==> src/rtl/adcs_pkg.sv <==
package adcs_pkg;

    localparam int BYTE_W = 8;
    localparam int WORD_W = 2 * BYTE_W;

    typedef enum logic [2:0] {
        ST_IDLE,
        ST_ARM,
        ST_CONV,
        ST_HI,
        ST_ACK1,
        ST_LO,
        ST_ACK2
    } seq_state_e;

    typedef struct packed {
        logic [BYTE_W-1:0] hi;
        logic [BYTE_W-1:0] lo;
    } byte_pair_t;

    function automatic byte_pair_t split_word(input logic [WORD_W-1:0] w);
        byte_pair_t p;
        p.hi = w[WORD_W-1:BYTE_W];
        p.lo = w[BYTE_W-1:0];
        return p;
    endfunction

    function automatic logic in_window(input int unsigned val,
                                       input int unsigned base,
                                       input int unsigned count);
        return (val >= base) && (val < base + count);
    endfunction

endpackage

==> src/rtl/adcs_ptr_dec.sv <==
module adcs_ptr_dec #(
    parameter int ADDR_W  = 8,
    parameter int CH_BASE = 'hD0,
    parameter int NUM_CH  = 4,
    localparam int CH_W   = (NUM_CH > 1) ? $clog2(NUM_CH) : 1
) (
    input  logic              clk,
    input  logic              rst,
    input  logic              wr_vld,
    input  logic [ADDR_W-1:0] wr_addr,
    output logic              is_chan,
    output logic [CH_W-1:0]   chan_idx
);
    import adcs_pkg::*;

    logic [ADDR_W-1:0] ptr_q;
    logic [ADDR_W-1:0] offs;

    always_ff @(posedge clk) begin
        if (rst)         ptr_q <= '0;
        else if (wr_vld) ptr_q <= wr_addr;
    end

    assign offs     = ptr_q - ADDR_W'(CH_BASE);
    assign is_chan  = in_window(int'(unsigned'(ptr_q)), CH_BASE, NUM_CH);
    assign chan_idx = offs[CH_W-1:0];

    AST_PTR_HOLD: assert property (@(posedge clk) disable iff (rst)
        !wr_vld |=> $stable(ptr_q));

endmodule

==> src/rtl/adcs_result.sv <==
module adcs_result #(
    parameter int DATA_W = 12
) (
    input  logic              clk,
    input  logic              rst,
    input  logic              cap_en,
    input  logic [DATA_W-1:0] sample,
    input  logic              sel_lo,
    output logic [7:0]        byte_out
);
    import adcs_pkg::*;

    localparam int PAD_W = WORD_W - DATA_W;

    logic [DATA_W-1:0] samp_q;
    logic [WORD_W-1:0] word;
    byte_pair_t        pair;

    always_ff @(posedge clk) begin
        if (rst)         samp_q <= '0;
        else if (cap_en) samp_q <= sample;
    end

    generate
        if (PAD_W > 0) begin : g_pad
            assign word = {samp_q, {PAD_W{1'b0}}};
        end else begin : g_trunc
            assign word = samp_q[DATA_W-1 -: WORD_W];
        end
    endgenerate

    assign pair     = split_word(word);
    assign byte_out = sel_lo ? pair.lo : pair.hi;

    AST_HOLD_RESULT: assert property (@(posedge clk) disable iff (rst)
        !cap_en |=> $stable(samp_q));

endmodule

==> src/rtl/adcs_ctrl.sv <==
module adcs_ctrl #(
    parameter int CH_W = 2
) (
    input  logic            clk,
    input  logic            rst,
    input  logic            rd_start,
    input  logic            ptr_is_chan,
    input  logic [CH_W-1:0] ptr_chan,
    input  logic            byte_req,
    input  logic            ack_vld,
    input  logic            ack_bit,
    input  logic            bus_stop,
    input  logic            adc_busy,
    input  logic            adc_done,
    output logic            adc_start,
    output logic [CH_W-1:0] adc_chan,
    output logic            cap_en,
    output logic            sel_lo,
    output logic            byte_vld
);
    import adcs_pkg::*;

    seq_state_e      st_q, st_d;
    logic            req_q, req_d;
    logic            cancel_q, cancel_d;
    logic            start_q, start_d;
    logic            vld_q, vld_d;
    logic            sel_q, sel_d;
    logic [CH_W-1:0] chan_q, chan_d;

    always_comb begin
        st_d     = st_q;
        req_d    = req_q | byte_req;
        cancel_d = cancel_q;
        start_d  = 1'b0;
        vld_d    = 1'b0;
        sel_d    = sel_q;
        chan_d   = chan_q;
        unique case (st_q)
            ST_IDLE: begin
                req_d    = 1'b0;
                cancel_d = 1'b0;
                if (rd_start && ptr_is_chan) begin
                    chan_d = ptr_chan;
                    st_d   = ST_ARM;
                end
            end
            ST_ARM: begin
                if (bus_stop) begin
                    st_d = ST_IDLE;
                end else if (!adc_busy) begin
                    start_d = 1'b1;
                    st_d    = ST_CONV;
                end
            end
            ST_CONV: begin
                if (bus_stop) cancel_d = 1'b1;
                if (adc_done) begin
                    st_d = (cancel_q || bus_stop) ? ST_IDLE : ST_HI;
                end
            end
            ST_HI: begin
                if (bus_stop) begin
                    st_d = ST_IDLE;
                end else if (req_q || byte_req) begin
                    vld_d = 1'b1;
                    sel_d = 1'b0;
                    req_d = 1'b0;
                    st_d  = ST_ACK1;
                end
            end
            ST_ACK1: begin
                if (bus_stop)     st_d = ST_IDLE;
                else if (ack_vld) st_d = ack_bit ? ST_LO : ST_IDLE;
            end
            ST_LO: begin
                if (bus_stop) begin
                    st_d = ST_IDLE;
                end else if (req_q || byte_req) begin
                    vld_d = 1'b1;
                    sel_d = 1'b1;
                    req_d = 1'b0;
                    st_d  = ST_ACK2;
                end
            end
            ST_ACK2: begin
                if (bus_stop)     st_d = ST_IDLE;
                else if (ack_vld) st_d = ack_bit ? ST_ARM : ST_IDLE;
            end
            default: st_d = ST_IDLE;
        endcase
    end

    always_ff @(posedge clk) begin
        if (rst) begin
            st_q     <= ST_IDLE;
            req_q    <= 1'b0;
            cancel_q <= 1'b0;
            start_q  <= 1'b0;
            vld_q    <= 1'b0;
            sel_q    <= 1'b0;
            chan_q   <= '0;
        end else begin
            st_q     <= st_d;
            req_q    <= req_d;
            cancel_q <= cancel_d;
            start_q  <= start_d;
            vld_q    <= vld_d;
            sel_q    <= sel_d;
            chan_q   <= chan_d;
        end
    end

    assign adc_start = start_q;
    assign adc_chan  = chan_q;
    assign cap_en    = (st_q == ST_CONV) && adc_done;
    assign sel_lo    = sel_q;
    assign byte_vld  = vld_q;

    AST_START_PULSE: assert property (@(posedge clk) disable iff (rst)
        start_q |=> !start_q);

    AST_START_NOT_BUSY: assert property (@(posedge clk) disable iff (rst)
        start_q |-> !$past(adc_busy));

    AST_BYTE_PULSE: assert property (@(posedge clk) disable iff (rst)
        vld_q |=> !vld_q);

    AST_NO_BYTE_IN_CONV: assert property (@(posedge clk) disable iff (rst)
        (st_q == ST_CONV) |-> !vld_q);

    AST_CHAN_HOLD: assert property (@(posedge clk) disable iff (rst)
        (st_q != ST_IDLE) |=> $stable(chan_q));

endmodule

==> src/rtl/adc_stream_seq.sv <==
module adc_stream_seq #(
    parameter int ADDR_W  = 8,
    parameter int CH_BASE = 'hD0,
    parameter int NUM_CH  = 4,
    parameter int DATA_W  = 12,
    localparam int CH_W   = (NUM_CH > 1) ? $clog2(NUM_CH) : 1
) (
    input  logic              clk,
    input  logic              rst,
    input  logic              wr_addr_vld,
    input  logic [ADDR_W-1:0] wr_addr,
    input  logic              rd_start,
    input  logic              byte_req,
    output logic              byte_vld,
    output logic [7:0]        byte_data,
    input  logic              ack_vld,
    input  logic              ack_bit,
    input  logic              bus_stop,
    output logic              adc_start,
    output logic [CH_W-1:0]   adc_chan,
    input  logic              adc_busy,
    input  logic              adc_done,
    input  logic [DATA_W-1:0] adc_data
);

    logic            ptr_is_chan;
    logic [CH_W-1:0] ptr_chan;
    logic            cap_en;
    logic            sel_lo;

    adcs_ptr_dec #(
        .ADDR_W (ADDR_W),
        .CH_BASE(CH_BASE),
        .NUM_CH (NUM_CH)
    ) u_ptr (
        .clk     (clk),
        .rst     (rst),
        .wr_vld  (wr_addr_vld),
        .wr_addr (wr_addr),
        .is_chan (ptr_is_chan),
        .chan_idx(ptr_chan)
    );

    adcs_ctrl #(
        .CH_W(CH_W)
    ) u_ctrl (
        .clk        (clk),
        .rst        (rst),
        .rd_start   (rd_start),
        .ptr_is_chan(ptr_is_chan),
        .ptr_chan   (ptr_chan),
        .byte_req   (byte_req),
        .ack_vld    (ack_vld),
        .ack_bit    (ack_bit),
        .bus_stop   (bus_stop),
        .adc_busy   (adc_busy),
        .adc_done   (adc_done),
        .adc_start  (adc_start),
        .adc_chan   (adc_chan),
        .cap_en     (cap_en),
        .sel_lo     (sel_lo),
        .byte_vld   (byte_vld)
    );

    adcs_result #(
        .DATA_W(DATA_W)
    ) u_res (
        .clk     (clk),
        .rst     (rst),
        .cap_en  (cap_en),
        .sample  (adc_data),
        .sel_lo  (sel_lo),
        .byte_out(byte_data)
    );

endmodule

==> config.mk <==
export PLATFORM = sky130hd
export DESIGN_NAME = adc_stream_seq
export DESIGN_NICKNAME = d
export VERILOG_FILES = /design/src/rtl/adcs_pkg.sv /design/src/rtl/adcs_ptr_dec.sv /design/src/rtl/adcs_result.sv /design/src/rtl/adcs_ctrl.sv /design/src/rtl/adc_stream_seq.sv
export SDC_FILE = /design/constraint.sdc
export NUM_CORES = 1
export LEC_CHECK = 0
export CORE_UTILIZATION = 28
export DETAILED_ROUTE_END_ITERATION = 8
export GPL_TIMING_DRIVEN = 0
export PLACE_DENSITY = 0.5
export SYNTH_ARGS = -nofsm -noshare
export SYNTH_HDL_FRONTEND = slang
export SYNTH_HIERARCHICAL = 1
export SYNTH_SLANG_ARGS = --single-unit
==> constraint.sdc <==
create_clock -name clk -period 4.1 [get_ports clk]
set_input_delay 0.41 -clock clk [delete_from_list [all_inputs] [get_ports clk]]
set_output_delay 0.41 -clock clk [all_outputs]
set_load 0.05 [all_outputs]
==> impl_metrics.tcl <==
set metrics [dict create \
    p_int_uw 464 \
    arrival_ns 1.90 \
    num_antenna_cells 0 \
    drt-total-wl_mm 3.19 \
    post_drt_wl_per_cell_um 12.3 \
    p_per_area_nw_per_um2 300 \
    overflow 0 \
    die_h_um 72.9 \
    dieArea_um2 5310 \
    cts.sinks 30 \
    synth-main-ff-cell "dfxtp_1" \
    grt_pass1_vias 1199 \
    ios 42 \
    drtIter0Drc 98 \
    required_ns 3.69 \
    yosysSeqAreaShare_pct 42.7 \
    dr_total_vias 1199 \
    max-slew-margin-rel_pct 65.2 \
    cts_buffers 5 \
    ys_warn_count 6 \
    io_buffer_count 40 \
    crit_fanout 8 \
    synth_area_per_cell_um2 9.77 \
    synth_nets 174 \
    drc_errors 0 \
    clk_pin_slew_ns 0.07 \
    fp.dieW_um 72.9 \
    layout_commonest_cell "clkdlybuf4s50_1" \
    start_util_pct 29.4 \
    power.leakage_uw 0.000744 \
    coreArea_um2 4790 \
    cap_violations 0 \
    cts_tree "done" \
    ys_types 36 \
    pwr-share-seq_pct 50.1 \
    dp_hpwl_mm 2.46 \
    nets 221 \
    period_needed_ns 2.31 \
    synthCells 144 \
    cts-root-buf "clkbuf_8" \
    p_sw_uw 132 \
    ant_nets 0 \
    cts.path.max_buffers 2 \
    tns_ns 0 \
    ys_ff_latch 30 \
    hold_viol 0 \
    fillCellCount 492 \
    cts.htree.levels 2 \
    slowest_delay_ns 0.71 \
    comb_power_share_pct 8.5 \
    synth_area_um2 1410 \
    status "complete, no violations" \
    viasPerCell 4.63 \
    worst-slew-pin-transition_ns 0.520 \
    first_pass_iters 4 \
    cts_resized 0 \
    grt_util_all_layers_pct 13.4 \
    async_flop_share_pct 0 \
    path_cells "buf_2, mux2_2, clkdlybuf4s50_1" \
    clock_skew_ns 0.00393 \
    grt_antenna_before_repair 0 \
    row_count 25 \
    worstSetupPathType "register to output port" \
    hold_buffers 0 \
    rsz0062_at_grt "no" \
    finalMaxSlewViolations 0 \
    place_congestion 0.836 \
    grt_max_degree 11 \
    setup_viol 0 \
    cp-end-kind "output port" \
    drive_gt1_share_pct 13.5 \
    setup.worst_path.start_class "register" \
    grt_pass1_wl_mm 5.38 \
    cts_setup_buffers 0 \
    synth-edff-count 0 \
    max_freq_mhz 434 \
    syn_to_final_growth_pct 41.2 \
    fin_total_pwr_uw 596 \
    cpMaxStageDelayCell "clkdlybuf4s50_1" \
    pwr-share-clk_pct 41.4 \
    insertion_delay_ns 0.28 \
    sw_frac_of_total_pct 22.2 \
    final_cell_mix "40 x clkdlybuf4s50_1, 30 x dfxtp_1, 27 x nor2_1" \
    ir_drop_v 0.000138 \
    period_share_pct 56.3 \
    hp-class "register to register" \
]
==> routing by layer <==
metal	up-vias	global-route usage (%)	wire length (um)
li1	598	-	-
met1	571	15.9	1430
met2	25	22.5	1610
met3	5	4.42	111
met4	0	5.23	44
met5	-	0	0
==> power by group through the flow <==
stage	sequential (uW)	clock (uW)	combinational [uW]
2_1_floorplan	304	0	17.9
3_3_place_gp	305	0	49.8
3_5_place_dp	305	0	51.1
4_1_cts	299	259	51.3
5_1_grt	299	275	55.0
6_report	299	247	50.6
==> worst paths after layout <==
check | start | to | depth (start not counted) | slack, ns
setup / recovery | u_ctrl/sel_lo | byte_data[7] | 3 | 1.79
hold / removal | u_res/samp_q[5] | u_res/samp_q[5] | 2 | 0.49
setup reg to reg | u_ptr/ptr_q[3] | u_ctrl/st_q[0] | 6 | 2.31
hold reg to reg | u_res/samp_q[5] | u_res/samp_q[5] | 2 | 0.49
==> cells in the mapped netlist (2+ instances only) <==
| library cell | instances | area [um2] |
|---|---|---|
| nand2_1 | 3 | 11.3 |
| nand3_1 | 2 | 10.0 |
| inv_1 | 2 | 7.51 |
| a21oi_1 | 5 | 25.0 |
| nor2_1 | 27 | 101 |
| buf_6 | 3 | 33.8 |
| mux2_2 | 4 | 45.0 |
| nor4_1 | 3 | 18.8 |
| dfxtp_1 | 30 | 601 |
| mux2i_1 | 22 | 220 |
| and3_1 | 2 | 12.5 |
| buf_4 | 3 | 22.5 |
| a31oi_1 | 2 | 12.5 |
| nor3_1 | 5 | 25.0 |
| a211oi_1 | 2 | 15.0 |
| o32ai_1 | 2 | 17.5 |
| nor2b_1 | 5 | 31.3 |
| o21ai_0 | 4 | 20.0 |
==> flip-flops by register name (all words and copies together) (netlist names) <==
register / count
u_ptr/ptr_q: 8
u_ctrl/byte_vld: 1
u_ctrl/req_q: 1
u_ctrl/adc_chan: 2
u_res/samp_q: 12
u_ctrl/cancel_q: 1
u_ctrl/adc_start: 1
u_ctrl/sel_lo: 1
u_ctrl/st_q: 3
==> logic make-up (layout without fill, tap and decap cells) <==
family	Yosys count	in the layout	share of synthesized area, %
mux	26	26	18.8
simple gates	54	54	20.3
compound gates	20	20	10.3
flops	30	30	42.7
xor+xnor	1	1	0.622
buf+inv	13	61	7.29
==> per-stage QoR <==
| stage | setup slack [ns] | cells | hold WS [ns] | area, um2 | utilization, % |
|---|---|---|---|---|---|
| 2_1_floorplan | 2.54 | 144 | 0.452 | 1410 | - |
| 3_3_place_gp | 2.04 | 251 | 0.463 | 1890 | 39.5 |
| 3_5_place_dp | 2.04 | 251 | 0.481 | 1890 | 39.5 |
| 4_1_cts | 1.77 | 259 | 0.483 | 1990 | 41.5 |
| 5_1_grt | 1.69 | 259 | 0.496 | 1990 | 41.5 |
| 6_report | 1.79 | 259 | 0.488 | 1990 | 41.5 |
==> worst max-delay path, delay by kind of cell, from the launching register on <==
| family | cells | cell delay, ns |
|---|---|---|
| buf+inv | 2 | 0.93 |
| mux | 1 | 0.35 |
| flops | 1 | 0.34 |
==> final cells by class <==
cell class | instances | area [um2] | share of cell area [%]
Timing Repair Buffer | 40 | 400 | 20.2
Buffer | 11 | 95.1 | 4.79
Sequential cell | 30 | 601 | 30.2
Inverter | 2 | 7.51 | 0.378
Clock buffer | 6 | 82.6 | 4.16
Multi-Input combinational cell | 101 | 704 | 35.5
Tap cell | 67 | 83.8 | 4.22
Clock inverter | 2 | 12.5 | 0.630
No activity file was read; power rests on OpenSTA's default activity.
